--- config.mk ---
export PLATFORM = sky130hd
export DESIGN_NAME = cmdwin_frontend
export DESIGN_NICKNAME = d
export VERILOG_FILES = /design/src/rtl/cmdwin_pkg.sv /design/src/rtl/cmdwin_decode.sv /design/src/rtl/cmdwin_busy.sv /design/src/rtl/cmdwin_events.sv /design/src/rtl/cmdwin_frontend.sv
export SDC_FILE = /design/constraint.sdc
export NUM_CORES = 1
export LEC_CHECK = 0
export ABC_AREA = 1
export ABC_CLOCK_PERIOD_IN_PS = 3400
export BUFFER_PORTS_ARGS = -buffer_cell sky130_fd_sc_hd__buf_4
export CAP_MARGIN = 0
export CORE_AREA = 4 4 59 61
export CTS_BUF_LIST = sky130_fd_sc_hd__clkbuf_8
export DETAILED_ROUTE_END_ITERATION = 10
export DIE_AREA = 0 0 63 65
export PLACE_DENSITY = 0.84
export SLEW_MARGIN = 20
export SYNTH_ARGS = -nofsm -noshare
export SYNTH_HDL_FRONTEND = slang
export SYNTH_SLANG_ARGS = --single-unit
--- constraint.sdc ---
create_clock -name clk -period 3.4 [get_ports clk]
set_input_delay 0.68 -clock clk [delete_from_list [all_inputs] [get_ports clk]]
set_output_delay 0.68 -clock clk [all_outputs]
set_load 0.005 [all_outputs]
--- src/rtl/cmdwin_pkg.sv ---
package cmdwin_pkg;

  localparam logic [3:0] CMD_OFFSET = 4'hE;
  localparam int         ST_BUSY    = 12;
  localparam int         ST_WIN_LSB = 13;
  localparam int         EV_SWREQ   = 5;   // event index of status bit 6

  typedef enum logic [4:0] {
    OP_GRESET = 5'd0,
    OP_WINDOW = 5'd1,
    OP_RX_OFF = 5'd3,
    OP_RX_ON  = 5'd4,
    OP_TX_ON  = 5'd9,
    OP_TX_OFF = 5'd10,
    OP_SWREQ  = 5'd12,
    OP_ACK    = 5'd13,
    OP_MASK   = 5'd14,
    OP_FILTER = 5'd16
  } opcode_e;

  typedef struct packed {
    logic       greset;
    logic       window;
    logic       rx_off;
    logic       rx_on;
    logic       tx_on;
    logic       tx_off;
    logic       swreq;
    logic       ack;
    logic       mask;
    logic       filter;
    logic [7:0] arg;
  } cmd_strobe_t;

endpackage

--- src/rtl/cmdwin_decode.sv ---
module cmdwin_decode
  import cmdwin_pkg::*;
#(
  parameter int ADDR_W = 4
) (
  input  logic              wr,
  input  logic [ADDR_W-1:0] addr,
  input  logic [15:0]       wdata,
  input  logic              busy,
  output logic              accept,
  output cmd_strobe_t       strobe
);

  logic    unused_arg_hi;
  opcode_e op;

  assign unused_arg_hi = ^wdata[10:8];
  assign op            = opcode_e'(wdata[15:11]);
  assign accept        = wr && (addr == ADDR_W'(CMD_OFFSET)) && !busy;

  always_comb begin
    strobe     = '0;
    strobe.arg = wdata[7:0];
    if (accept) begin
      case (op)
        OP_GRESET: strobe.greset = 1'b1;
        OP_WINDOW: strobe.window = 1'b1;
        OP_RX_OFF: strobe.rx_off = 1'b1;
        OP_RX_ON:  strobe.rx_on  = 1'b1;
        OP_TX_ON:  strobe.tx_on  = 1'b1;
        OP_TX_OFF: strobe.tx_off = 1'b1;
        OP_SWREQ:  strobe.swreq  = 1'b1;
        OP_ACK:    strobe.ack    = 1'b1;
        OP_MASK:   strobe.mask   = 1'b1;
        OP_FILTER: strobe.filter = 1'b1;
        default:   ;
      endcase
    end
  end

endmodule

--- src/rtl/cmdwin_busy.sv ---
module cmdwin_busy #(
  parameter int CYCLES = 4
) (
  input  logic clk,
  input  logic rst_n,
  input  logic accept,
  output logic busy
);

  localparam int CNT_W = $clog2(CYCLES + 1);

  logic [CNT_W-1:0] cnt_q, cnt_d;
  logic             cnt_en;

  always_comb begin
    cnt_en = accept || (cnt_q != '0);
    if (accept) cnt_d = CNT_W'(CYCLES);
    else        cnt_d = cnt_q - 1'b1;
  end

  always_ff @(posedge clk or negedge rst_n) begin
    if (!rst_n)      cnt_q <= '0;
    else if (cnt_en) cnt_q <= cnt_d;
  end

  assign busy = (cnt_q != '0);

  a_r12_busy_after_cmd: assert property (@(posedge clk) disable iff (!rst_n)
    accept |=> busy);
  a_r12_no_accept_busy: assert property (@(posedge clk) disable iff (!rst_n)
    busy |-> !accept);

endmodule

--- src/rtl/cmdwin_events.sv ---
module cmdwin_events #(
  parameter int NUM_EVT = 7
) (
  input  logic               clk,
  input  logic               rst_n,
  input  logic [NUM_EVT-1:0] set_i,
  input  logic [NUM_EVT-1:0] clr_i,
  output logic [NUM_EVT-1:0] pend_o
);

  for (genvar i = 0; i < NUM_EVT; i++) begin : g_evt
    logic pend_q, pend_d, pend_en;

    always_comb begin
      pend_en = set_i[i] || clr_i[i];
      pend_d  = set_i[i];          // the set input wins over a clear
    end

    always_ff @(posedge clk or negedge rst_n) begin
      if (!rst_n)       pend_q <= 1'b0;
      else if (pend_en) pend_q <= pend_d;
    end

    assign pend_o[i] = pend_q;

    a_r6_set_wins: assert property (@(posedge clk) disable iff (!rst_n)
      set_i[i] |=> pend_o[i]);
    a_r5_holds: assert property (@(posedge clk) disable iff (!rst_n)
      (pend_o[i] && !clr_i[i]) |=> pend_o[i]);
  end

endmodule

--- src/rtl/cmdwin_frontend.sv ---
module cmdwin_frontend
  import cmdwin_pkg::*;
#(
  parameter int ADDR_W      = 4,
  parameter int NUM_EVT     = 7,
  parameter int WIN_W       = 3,
  parameter int FILT_W      = 4,
  parameter int BUSY_CYCLES = 4
) (
  input  logic               clk,
  input  logic               rst_n,
  input  logic               host_wr,
  input  logic [ADDR_W-1:0]  host_waddr,
  input  logic [15:0]        host_wdata,
  input  logic [ADDR_W-1:0]  host_raddr,
  output logic [15:0]        host_rdata,
  input  logic [NUM_EVT-1:0] evt_in,
  output logic               irq,
  output logic [WIN_W-1:0]   cur_window,
  output logic               rx_enable,
  output logic               tx_enable,
  output logic [FILT_W-1:0]  rx_filter
);

  logic               busy, accept;
  cmd_strobe_t        stb;
  logic [NUM_EVT-1:0] pend, ev_set, ev_clr;

  logic [WIN_W-1:0]   win_q,  win_d;
  logic               rx_q,   rx_d;
  logic               tx_q,   tx_d;
  logic [FILT_W-1:0]  filt_q, filt_d;
  logic [NUM_EVT-1:0] mask_q, mask_d;
  logic               ctl_en;
  logic               latch_bit;

  cmdwin_decode #(.ADDR_W(ADDR_W)) u_dec (
    .wr     (host_wr),
    .addr   (host_waddr),
    .wdata  (host_wdata),
    .busy   (busy),
    .accept (accept),
    .strobe (stb)
  );

  cmdwin_busy #(.CYCLES(BUSY_CYCLES)) u_busy (
    .clk    (clk),
    .rst_n  (rst_n),
    .accept (accept),
    .busy   (busy)
  );

  always_comb begin
    ev_set = evt_in;
    ev_set[EV_SWREQ] = evt_in[EV_SWREQ] | stb.swreq;
    if (stb.greset)   ev_clr = '1;
    else if (stb.ack) ev_clr = stb.arg[NUM_EVT:1];
    else              ev_clr = '0;
  end

  cmdwin_events #(.NUM_EVT(NUM_EVT)) u_evt (
    .clk    (clk),
    .rst_n  (rst_n),
    .set_i  (ev_set),
    .clr_i  (ev_clr),
    .pend_o (pend)
  );

  // next state of the control registers
  always_comb begin
    ctl_en = accept;
    win_d  = win_q;
    rx_d   = rx_q;
    tx_d   = tx_q;
    filt_d = filt_q;
    mask_d = mask_q;
    if (stb.greset) begin
      win_d  = '0;
      rx_d   = 1'b0;
      tx_d   = 1'b0;
      filt_d = '0;
      mask_d = '0;
    end
    if (stb.window) win_d  = stb.arg[WIN_W-1:0];
    if (stb.rx_off) rx_d   = 1'b0;
    if (stb.rx_on)  rx_d   = 1'b1;
    if (stb.tx_on)  tx_d   = 1'b1;
    if (stb.tx_off) tx_d   = 1'b0;
    if (stb.filter) filt_d = stb.arg[FILT_W-1:0];
    if (stb.mask)   mask_d = stb.arg[NUM_EVT:1];
  end

  always_ff @(posedge clk or negedge rst_n) begin
    if (!rst_n) begin
      win_q  <= '0;
      rx_q   <= 1'b0;
      tx_q   <= 1'b0;
      filt_q <= '0;
      mask_q <= '0;
    end else if (ctl_en) begin
      win_q  <= win_d;
      rx_q   <= rx_d;
      tx_q   <= tx_d;
      filt_q <= filt_d;
      mask_q <= mask_d;
    end
  end

  assign latch_bit  = |(pend & mask_q);
  assign irq        = latch_bit;
  assign cur_window = win_q;
  assign rx_enable  = rx_q;
  assign tx_enable  = tx_q;
  assign rx_filter  = filt_q;

  always_comb begin
    host_rdata = '0;
    if (host_raddr == ADDR_W'(CMD_OFFSET)) begin
      host_rdata[ST_WIN_LSB +: WIN_W] = win_q;
      host_rdata[ST_BUSY]             = busy;
      host_rdata[NUM_EVT:1]           = pend;
      host_rdata[0]                   = latch_bit;
    end
  end

  a_r3_window_load: assert property (@(posedge clk) disable iff (!rst_n)
    (accept && host_wdata[15:11] == 5'd1) |=> cur_window == $past(host_wdata[WIN_W-1:0]));
  a_r11_global_reset: assert property (@(posedge clk) disable iff (!rst_n)
    (accept && host_wdata[15:11] == 5'd0) |=> (!rx_enable && !tx_enable && cur_window == '0 && rx_filter == '0));
  a_r2_offset_ignored: assert property (@(posedge clk) disable iff (!rst_n)
    (host_waddr != ADDR_W'(CMD_OFFSET)) |=> ($stable(cur_window) && $stable(rx_filter) && $stable(rx_enable)));
  a_r4_reserved_zero: assert property (@(posedge clk) disable iff (!rst_n)
    host_rdata[11:8] == 4'h0);
  a_r8_irq_needs_pending: assert property (@(posedge clk) disable iff (!rst_n)
    irq |-> (host_raddr != ADDR_W'(CMD_OFFSET)) || (host_rdata[NUM_EVT:1] != '0));

endmodule

==> summary.txt, run 1 <==
Status
  • Status: completed

Pwr
  • Pwr/cell area: between 300 and 400 mW/mm2
  • Reg power frac: between 40% and 50%
  • LEAKAGE: ~1.2 nW
  • NetSw: 0.2046 mW
  • Peak supply drop: roughly 0.20 mV
  • Clock power share: approximately 33%
  • Comb pwr share: around 22%
  • Sw frac: between 20% and 30%
  • Int Power: around 0.57 mW

STA
  • Tightest Pin Transition: 0.5409 ns
  • Crit share post-route: roughly 71%
  • Final-report hold violation count: 0
  • Setup ws final: roughly 0.99 ns
  • Skew final: roughly 0.0018 ns
  • Slew margin rel.: between 60% and 70%
  • Slew Viols, Final: 0
  • Final setup fails: 0
  • FMAX: about 410 MHz
  • Setup TNS: 0 ns
  • Final min period: between 2 and 2.5 ns
  • RSZ-0062 raised after global routing: false

Synthesis
  • Synthesized cell area: ~0.0015 mm2
  • Synth Area in XOR/XNOR: 0.5659%
  • Seq cells post-synth: 26
  • Netlist cell types: 31
  • Adder-cell share of the synthesized area: 1.617%
  • Synth Area in Compound Gates: a little over 8%
  • Simple-Gate Fraction of Synth Area: a little under two fifths
  • Post-synthesis mux area share: 0%
  • Post-Syn Instances: about 190
  • Yosys warnings: 0
  • Largest family of logic cells by synthesized area: simple AND/OR/NAND/NOR gates
  • Seq/Total Area, Yosys: between 40% and 50%
  • Syn avg cell area: 7.978 um2

Clock tree
  • Clk Latency, worst-skew pair: around 0.27 ns
  • Clock Tree Buf Depth: 2
  • Clock Pin Slew Worst Setup and Hold Paths: around 0.090 ns
  • CTS resizes: 0
  • Root buffer cell: clkbuf_8
  • Post-CTS Setup Inserts: 0
  • CTS Buf Count: 3
  • CTS tree: yes
  • CTS H-Tree Depth: 1
  • CTS sink cnt: 26
  • Hold_buf cts: 0

Final layout
  • Register area: between 600 and 700 um2
  • Multi-input gate area: 747.0 um2
  • Layout overhead on the synthesized area: 29.26%
  • Final Net Count: about 280
  • ANT cells: 0
  • Final Util: between 60% and 70%
  • Share of layout cells above drive strength 1: 32.24%
  • FILL cells: between 200 and 300

Drt
  • Average routed wire per standard cell: between 10 and 15 um
  • Number of vias per cell: 5.036
  • Routed WL: around 3400 um
  • DR iter-0 viols: 49
  • DRC: 0
  • Pre-antenna DRT Iters: 4
  • Post-route ant nets: 0
  • DR vias: around 1,400

Floorplan
  • Die area: about 0.004 mm2
  • Starting Density: 51.97%
  • IO Pins: 60
  • Area of the core: ~0.0030 mm2
  • Die width: about 63 um
  • Floorplan row count: 20
  • Die height: 65 um

Place
  • I/O Buffers: between 50 and 60
  • Pre-CTS setup slack: between 0.9 and 1 ns
  • Detail Placement HPWL: about 2600 um
  • Gp weighted congestion: around 0.79

Worst setup path
  • Crit-path most repeated cell: buf_4
  • Data required time at the worst endpoint: ~2.7 ns
  • Worst-path cell chain: buf_4 -> inv_1 -> nand4_1 -> a31oi_1 -> buf_4
  • CP max-delay cell: nand4_1
  • CP endpoint kind: output port
  • Setup crit start: host_raddr[0]
  • Worst Path Arrival: around 1.7 ns
  • Highest cell delay on the worst timing path: around 0.42 ns
  • Critical path type: input pin to output port
  • Critical Path Start Type: input pin
  • CP max FO: 12
  • Reg2reg start: u_busy.cnt_q[0]$_DFFE_PN0P_

Global routing
  • Largest net degree at the start of global routing: 27
  • Gr ovfl total: 0
  • Antenna violations before repair: 0
  • Vias in the first global route: approximately 1,300
  • GRT Overall Usage: between 10% and 20%
  • First-pass GRT wire length: 5823 um

Run
  • Max_cap viols: 0

Hold path
  • HP Class: input pin to async pin
[synthesized netlist by cell type, drive strengths merged]
cell    count  area, um2
nor2       25      158.9
buf         7      57.55
nand3      22      147.7
o21ai       7      35.03
conb        1      3.750
a31oi       1      6.260
o21bai      8      60.06
clkbuf      1      3.750
inv        25      96.35
clkinv      1      3.750
nor3        2      10.01
a21o        1      7.510
xor2        1      8.760
and3        1      6.260
o22ai       1      6.260
o21a        1      7.510
a21oi       1      5.000
nand4       3      18.77
ha          2      25.02
dfrtp      26      650.6
nand2      57      229.0
[path summary, 6_finish.rpt]
check                                            to  slack, ns  cells after the start
hold reg to reg               mask_q[2]$_DFFE_PN0P_       0.51                      2
max in group asynchronous     mask_q[2]$_DFFE_PN0P_       2.85                      1
setup / recovery                      host_rdata[0]       0.99                      5
hold / removal             rx_filter[1]$_DFFE_PN0P_       0.30                      1
min in group clk              mask_q[2]$_DFFE_PN0P_       0.51                      2
setup reg to reg              mask_q[0]$_DFFE_PN0P_       1.70                      9
[worst max-delay path: cells and delay by family]
family,cells,cell delay [ns]
compound gates,1,0.33
buf+inv,3,0.29
simple gates,1,0.42
[state kept, by name, summed over array words and instances, names as in the netlist]
register and flops:
cur_window 3, u_evt.g_evt.pend_q 7, mask_q 7, u_busy.cnt_q 3, rx_filter 4, rx_enable 1, tx_enable 1
[logic make-up (layout without fill, tap and decap cells)]
family / after synthesis / after routing
simple gates: 110 / 110
xor+xnor: 1 / 1
buf+inv: 34 / 82
compound gates: 20 / 20
other cells: 1 / 4
fa+ha+maj: 2 / 2
flops: 26 / 26
[cell type report]
cell class / count / area share, %
inverters: 26 / 5.003
well taps: 33 / 2.064
clock buffers: 3 / 2.064
flip-flops and latches: 26 / 32.52
clock inverters: 1 / 1.501
repair buffers: 52 / 19.51
multi-input cells: 137 / 37.34
[through the flow]
step	hold WS [ns]	instance area, um2	power, mW	std cells
CTS	0.3074	2001	0.7756	278
finish	0.2951	2001	0.7720	278
floorplan	0.3844	1559	0.4582	197
global route	0.3099	2001	0.8131	278
global placement	0.4875	1929	0.5139	274
detailed placement	0.4895	1929	0.5209	274
[cell usage in the layout, fill, tap and decap left out, drive strengths merged, types with 2 or more instances in the layout]
master	n
nand3	22
dfrtp	26
nor3	2
clkbuf	3
conb	4
buf	52
o21bai	8
inv	25
ha	2
nand2	57
nor2	25
o21ai	7
nand4	3
[power by group through the flow]
stage	clock network, mW	logic, mW	registers (mW)
final	0.258	0.170	0.344
after CTS	0.260	0.172	0.344
after global routing	0.273	0.194	0.346
after floorplan	0	0.110	0.348
after global placement	0	0.165	0.349
after detailed placement	0	0.171	0.350
[layer usage]
| metal | part of all wire (%) | global-route usage [%] |
|---|---|---|
| met4 | 1.5 | 6.336 |
| met2 | 50 | 30.83 |
| met1 | 41 | 21.15 |
| met3 | 7.2 | 3.986 |
| met5 | 0 | 0 |
Note: power is estimated with default switching activity, not from simulation.
==> run 2, diff against run 1 <==
--- a/config.mk
+++ b/config.mk
@@ -6,14 +6,14 @@
 export NUM_CORES = 1
 export LEC_CHECK = 0
 export ABC_AREA = 1
-export ABC_CLOCK_PERIOD_IN_PS = 3400
+export ABC_CLOCK_PERIOD_IN_PS = 2450
 export BUFFER_PORTS_ARGS = -buffer_cell sky130_fd_sc_hd__buf_4
 export CAP_MARGIN = 0
-export CORE_AREA = 4 4 59 61
+export CORE_AREA = 4 4 61 63
 export CTS_BUF_LIST = sky130_fd_sc_hd__clkbuf_8
 export DETAILED_ROUTE_END_ITERATION = 10
-export DIE_AREA = 0 0 63 65
-export PLACE_DENSITY = 0.84
+export DIE_AREA = 0 0 65 67
+export PLACE_DENSITY = 0.78
 export SLEW_MARGIN = 20
 export SYNTH_ARGS = -nofsm -noshare
 export SYNTH_HDL_FRONTEND = slang
==> constraint.sdc (replaced) <==
create_clock -name clk -period 2.45 [get_ports clk]
set_input_delay 0.49 -clock clk [delete_from_list [all_inputs] [get_ports clk]]
set_output_delay 0.49 -clock clk [all_outputs]
set_load 0.005 [all_outputs]
==> summary.txt, run 2 (synthesis results as in run 1) <==
Status
  • Status: completed (unchanged)

Final layout
  • Share of layout cells above drive strength 1: 32.52% (was 32.24%)
  • Most frequent cells in the layout: 55 x nand2_1, 53 x buf_4, 26 x dfrtp_1 (was 55 x nand2_1, 52 x buf_4, 26 x dfrtp_1)
  • ANT cells: 0 (unchanged)
  • FILL cells: 301 (was 257)
  • Final Util: 62.64% (was 67.18%)
  • Design area: 0.002024 mm2 (was 0.002001 mm2)
  • Layout overhead on the synthesized area: 30.80% (was 29.26%)
  • Final Net Count: 283 (was 282)
  • Commonest non-fill, non-tap cell in the layout: nand2_1 (unchanged)
  • Non-filler cells, final: 292 (was 278)

Place
  • Placed Cells: 288 (was 274)
  • Gp weighted congestion: 0.8177 (was 0.7917)
  • Pre-CTS setup slack: 0.7638 ns (was 0.9385 ns)
  • Detail Placement HPWL: 2623 um (was 2576 um)
  • DP Area: 0.001953 mm2 (was 0.001929 mm2)
  • I/O Buffers: 52 (unchanged)

Global routing
  • GRT Overall Usage: 16.94% (was 17.62%)
  • Gr ovfl total: 0 (unchanged)
  • Largest net degree at the start of global routing: 27 (unchanged)
  • Antenna violations before repair: 0 (unchanged)
  • Vias in the first global route: 1,348 (was 1,344)
  • First-pass GRT wire length: 5685 um (was 5823 um)

Drt
  • Average routed wire per standard cell: 11.85 um (was 12.14 um)
  • Number of vias per cell: 4.760 (was 5.036)
  • Post-route ant nets: 0 (unchanged)
  • Routed WL: 3459 um (was 3376 um)
  • DR iter-0 viols: 37 (was 49)
  • DRC: 0 (unchanged)
  • DR vias: 1,390 (was 1,400)
  • Pre-antenna DRT Iters: 4 (unchanged)

STA
  • Final min period: around 1.8 ns
  • RSZ-0062 raised after global routing: false (unchanged)
  • FMAX: between 500 and 600 MHz
  • Crit share post-route: 74.20%
  • Final-report hold violation count: 0 (unchanged)
  • Hold_ws: 0.1063 ns (was 0.2951 ns)
  • Final setup fails: 0 (unchanged)
  • Slew Viols, Final: 0 (unchanged)
  • Setup TNS: 0 ns (unchanged)
  • Skew final: 0.008572 ns (was 0.001840 ns)
  • Setup ws final: 0.6322 ns (was 0.9897 ns)

Worst setup path
  • Reg2reg start: u_busy.cnt_q[0]$_DFFE_PN0P_ (unchanged)
  • CP max FO: 5 (was 12)
  • Data required time at the worst endpoint: 1.96 ns (was 2.72 ns)
  • Reg2reg end: mask_q[0]$_DFFE_PN0P_ (unchanged)
  • Worst Path Arrival: 1.33 ns (was 1.73 ns)
  • R2r setup slk: 0.76 ns (was 1.70 ns)
  • R2r worst-path depth: 9 (unchanged)
  • CP endpoint kind: output port (unchanged)
  • Critical Path Start Type: register (was input pin)
  • Critical path type: register to output port (was input pin to output port)

Pwr
  • LEAKAGE: 1.165 nW (was 1.161 nW)
  • Pwr/cell area: 529.5 mW/mm2 (was 385.9 mW/mm2)
  • Design Power: 1.072 mW (was 0.7720 mW)
  • Peak supply drop: 0.3217 mV (was 0.2038 mV)

Hold path
  • HP Class: input pin to async pin (unchanged)

Clock tree
  • CTS H-Tree Depth: 1 (unchanged)
  • CTS resizes: 0 (unchanged)
  • CTS sink cnt: 26 (unchanged)
  • Clock Pin Slew Worst Setup and Hold Paths: 0.10 ns (was 0.09 ns)
  • Clock Tree Buf Depth: 2 (unchanged)
  • Clk Latency, worst-skew pair: 0.28 ns (was 0.27 ns)
  • CTS tree: yes (unchanged)
  • Post-CTS Setup Inserts: 0 (unchanged)
  • Hold_buf cts: 0 (unchanged)
  • Root buffer cell: clkbuf_8 (unchanged)
  • CTS Buf Count: 3 (unchanged)

Floorplan
  • Floorplan row count: 21 (was 20)
  • IO Pins: 60 (unchanged)
  • Die height: 67 um (was 65 um)
  • Die width: 65 um (was 63 um)
  • Die area: 0.004355 mm2 (was 0.004095 mm2)
  • Area of the core: 0.003232 mm2 (was 0.002978 mm2)
  • Starting Density: 47.89% (was 51.97%)

Run
  • Max_cap viols: 0 (unchanged)
## run 2: changes by cell type in the layout (fill, tap and decap cells not counted)
cell	before	now
buf_4	52	53
## run 2: worst max path at each step
stage	from	endpoint	slack, ns	depth (start not counted)
2_1_floorplan	host_raddr[0]	host_rdata[12]	1.00	4
3_3_place_gp	host_raddr[0]	host_rdata[0]	0.79	6
3_5_place_dp	u_busy.cnt_q[0]$_DFFE_PN0P_	mask_q[0]$_DFFE_PN0P_	0.76	9
4_1_cts	u_busy.cnt_q[0]$_DFFE_PN0P_	host_rdata[12]	0.63	6
5_1_grt	u_busy.cnt_q[0]$_DFFE_PN0P_	host_rdata[12]	0.54	6
6_report	u_busy.cnt_q[0]$_DFFE_PN0P_	host_rdata[12]	0.63	6
## run 2: per-layer routing
metal  up-vias  wire, um  GRT usage (%)  part of all wire [%]
met5         -         0              0                     0
met4         0        54          6.596                   1.6
met3         6       187          3.204                   5.4
met2        45      1683          28.86                    49
met1       634      1533          21.10                    44
li1        705         -              -                     -
## run 2: critical path: stages (launching register included)
cell	delay, ns
dfrtp_1	0.37
inv_1	0.10
ha_1	0.16
inv_1	0.06
nor2_4	0.16
nor2_1	0.07
buf_4	0.13
## run 2: final cells by class
class                      count  area, um2  share of cell area (%)
clock buffer                   3      41.29                   2.040
clock inverter                 1      30.03                   1.483
inverter                      26      100.1                   4.944
multi-input combinational    137      747.0                   36.90
sequential                    26      650.6                   32.14
tap                           46      57.56                   2.843
timing repair buffer          53      397.9                   19.65
## run 2: report_power, final
part | switching (mW) | internal, mW
Sequential | 0.0173 | 0.460
Combinational | 0.124 | 0.108
Clock | 0.143 | 0.219
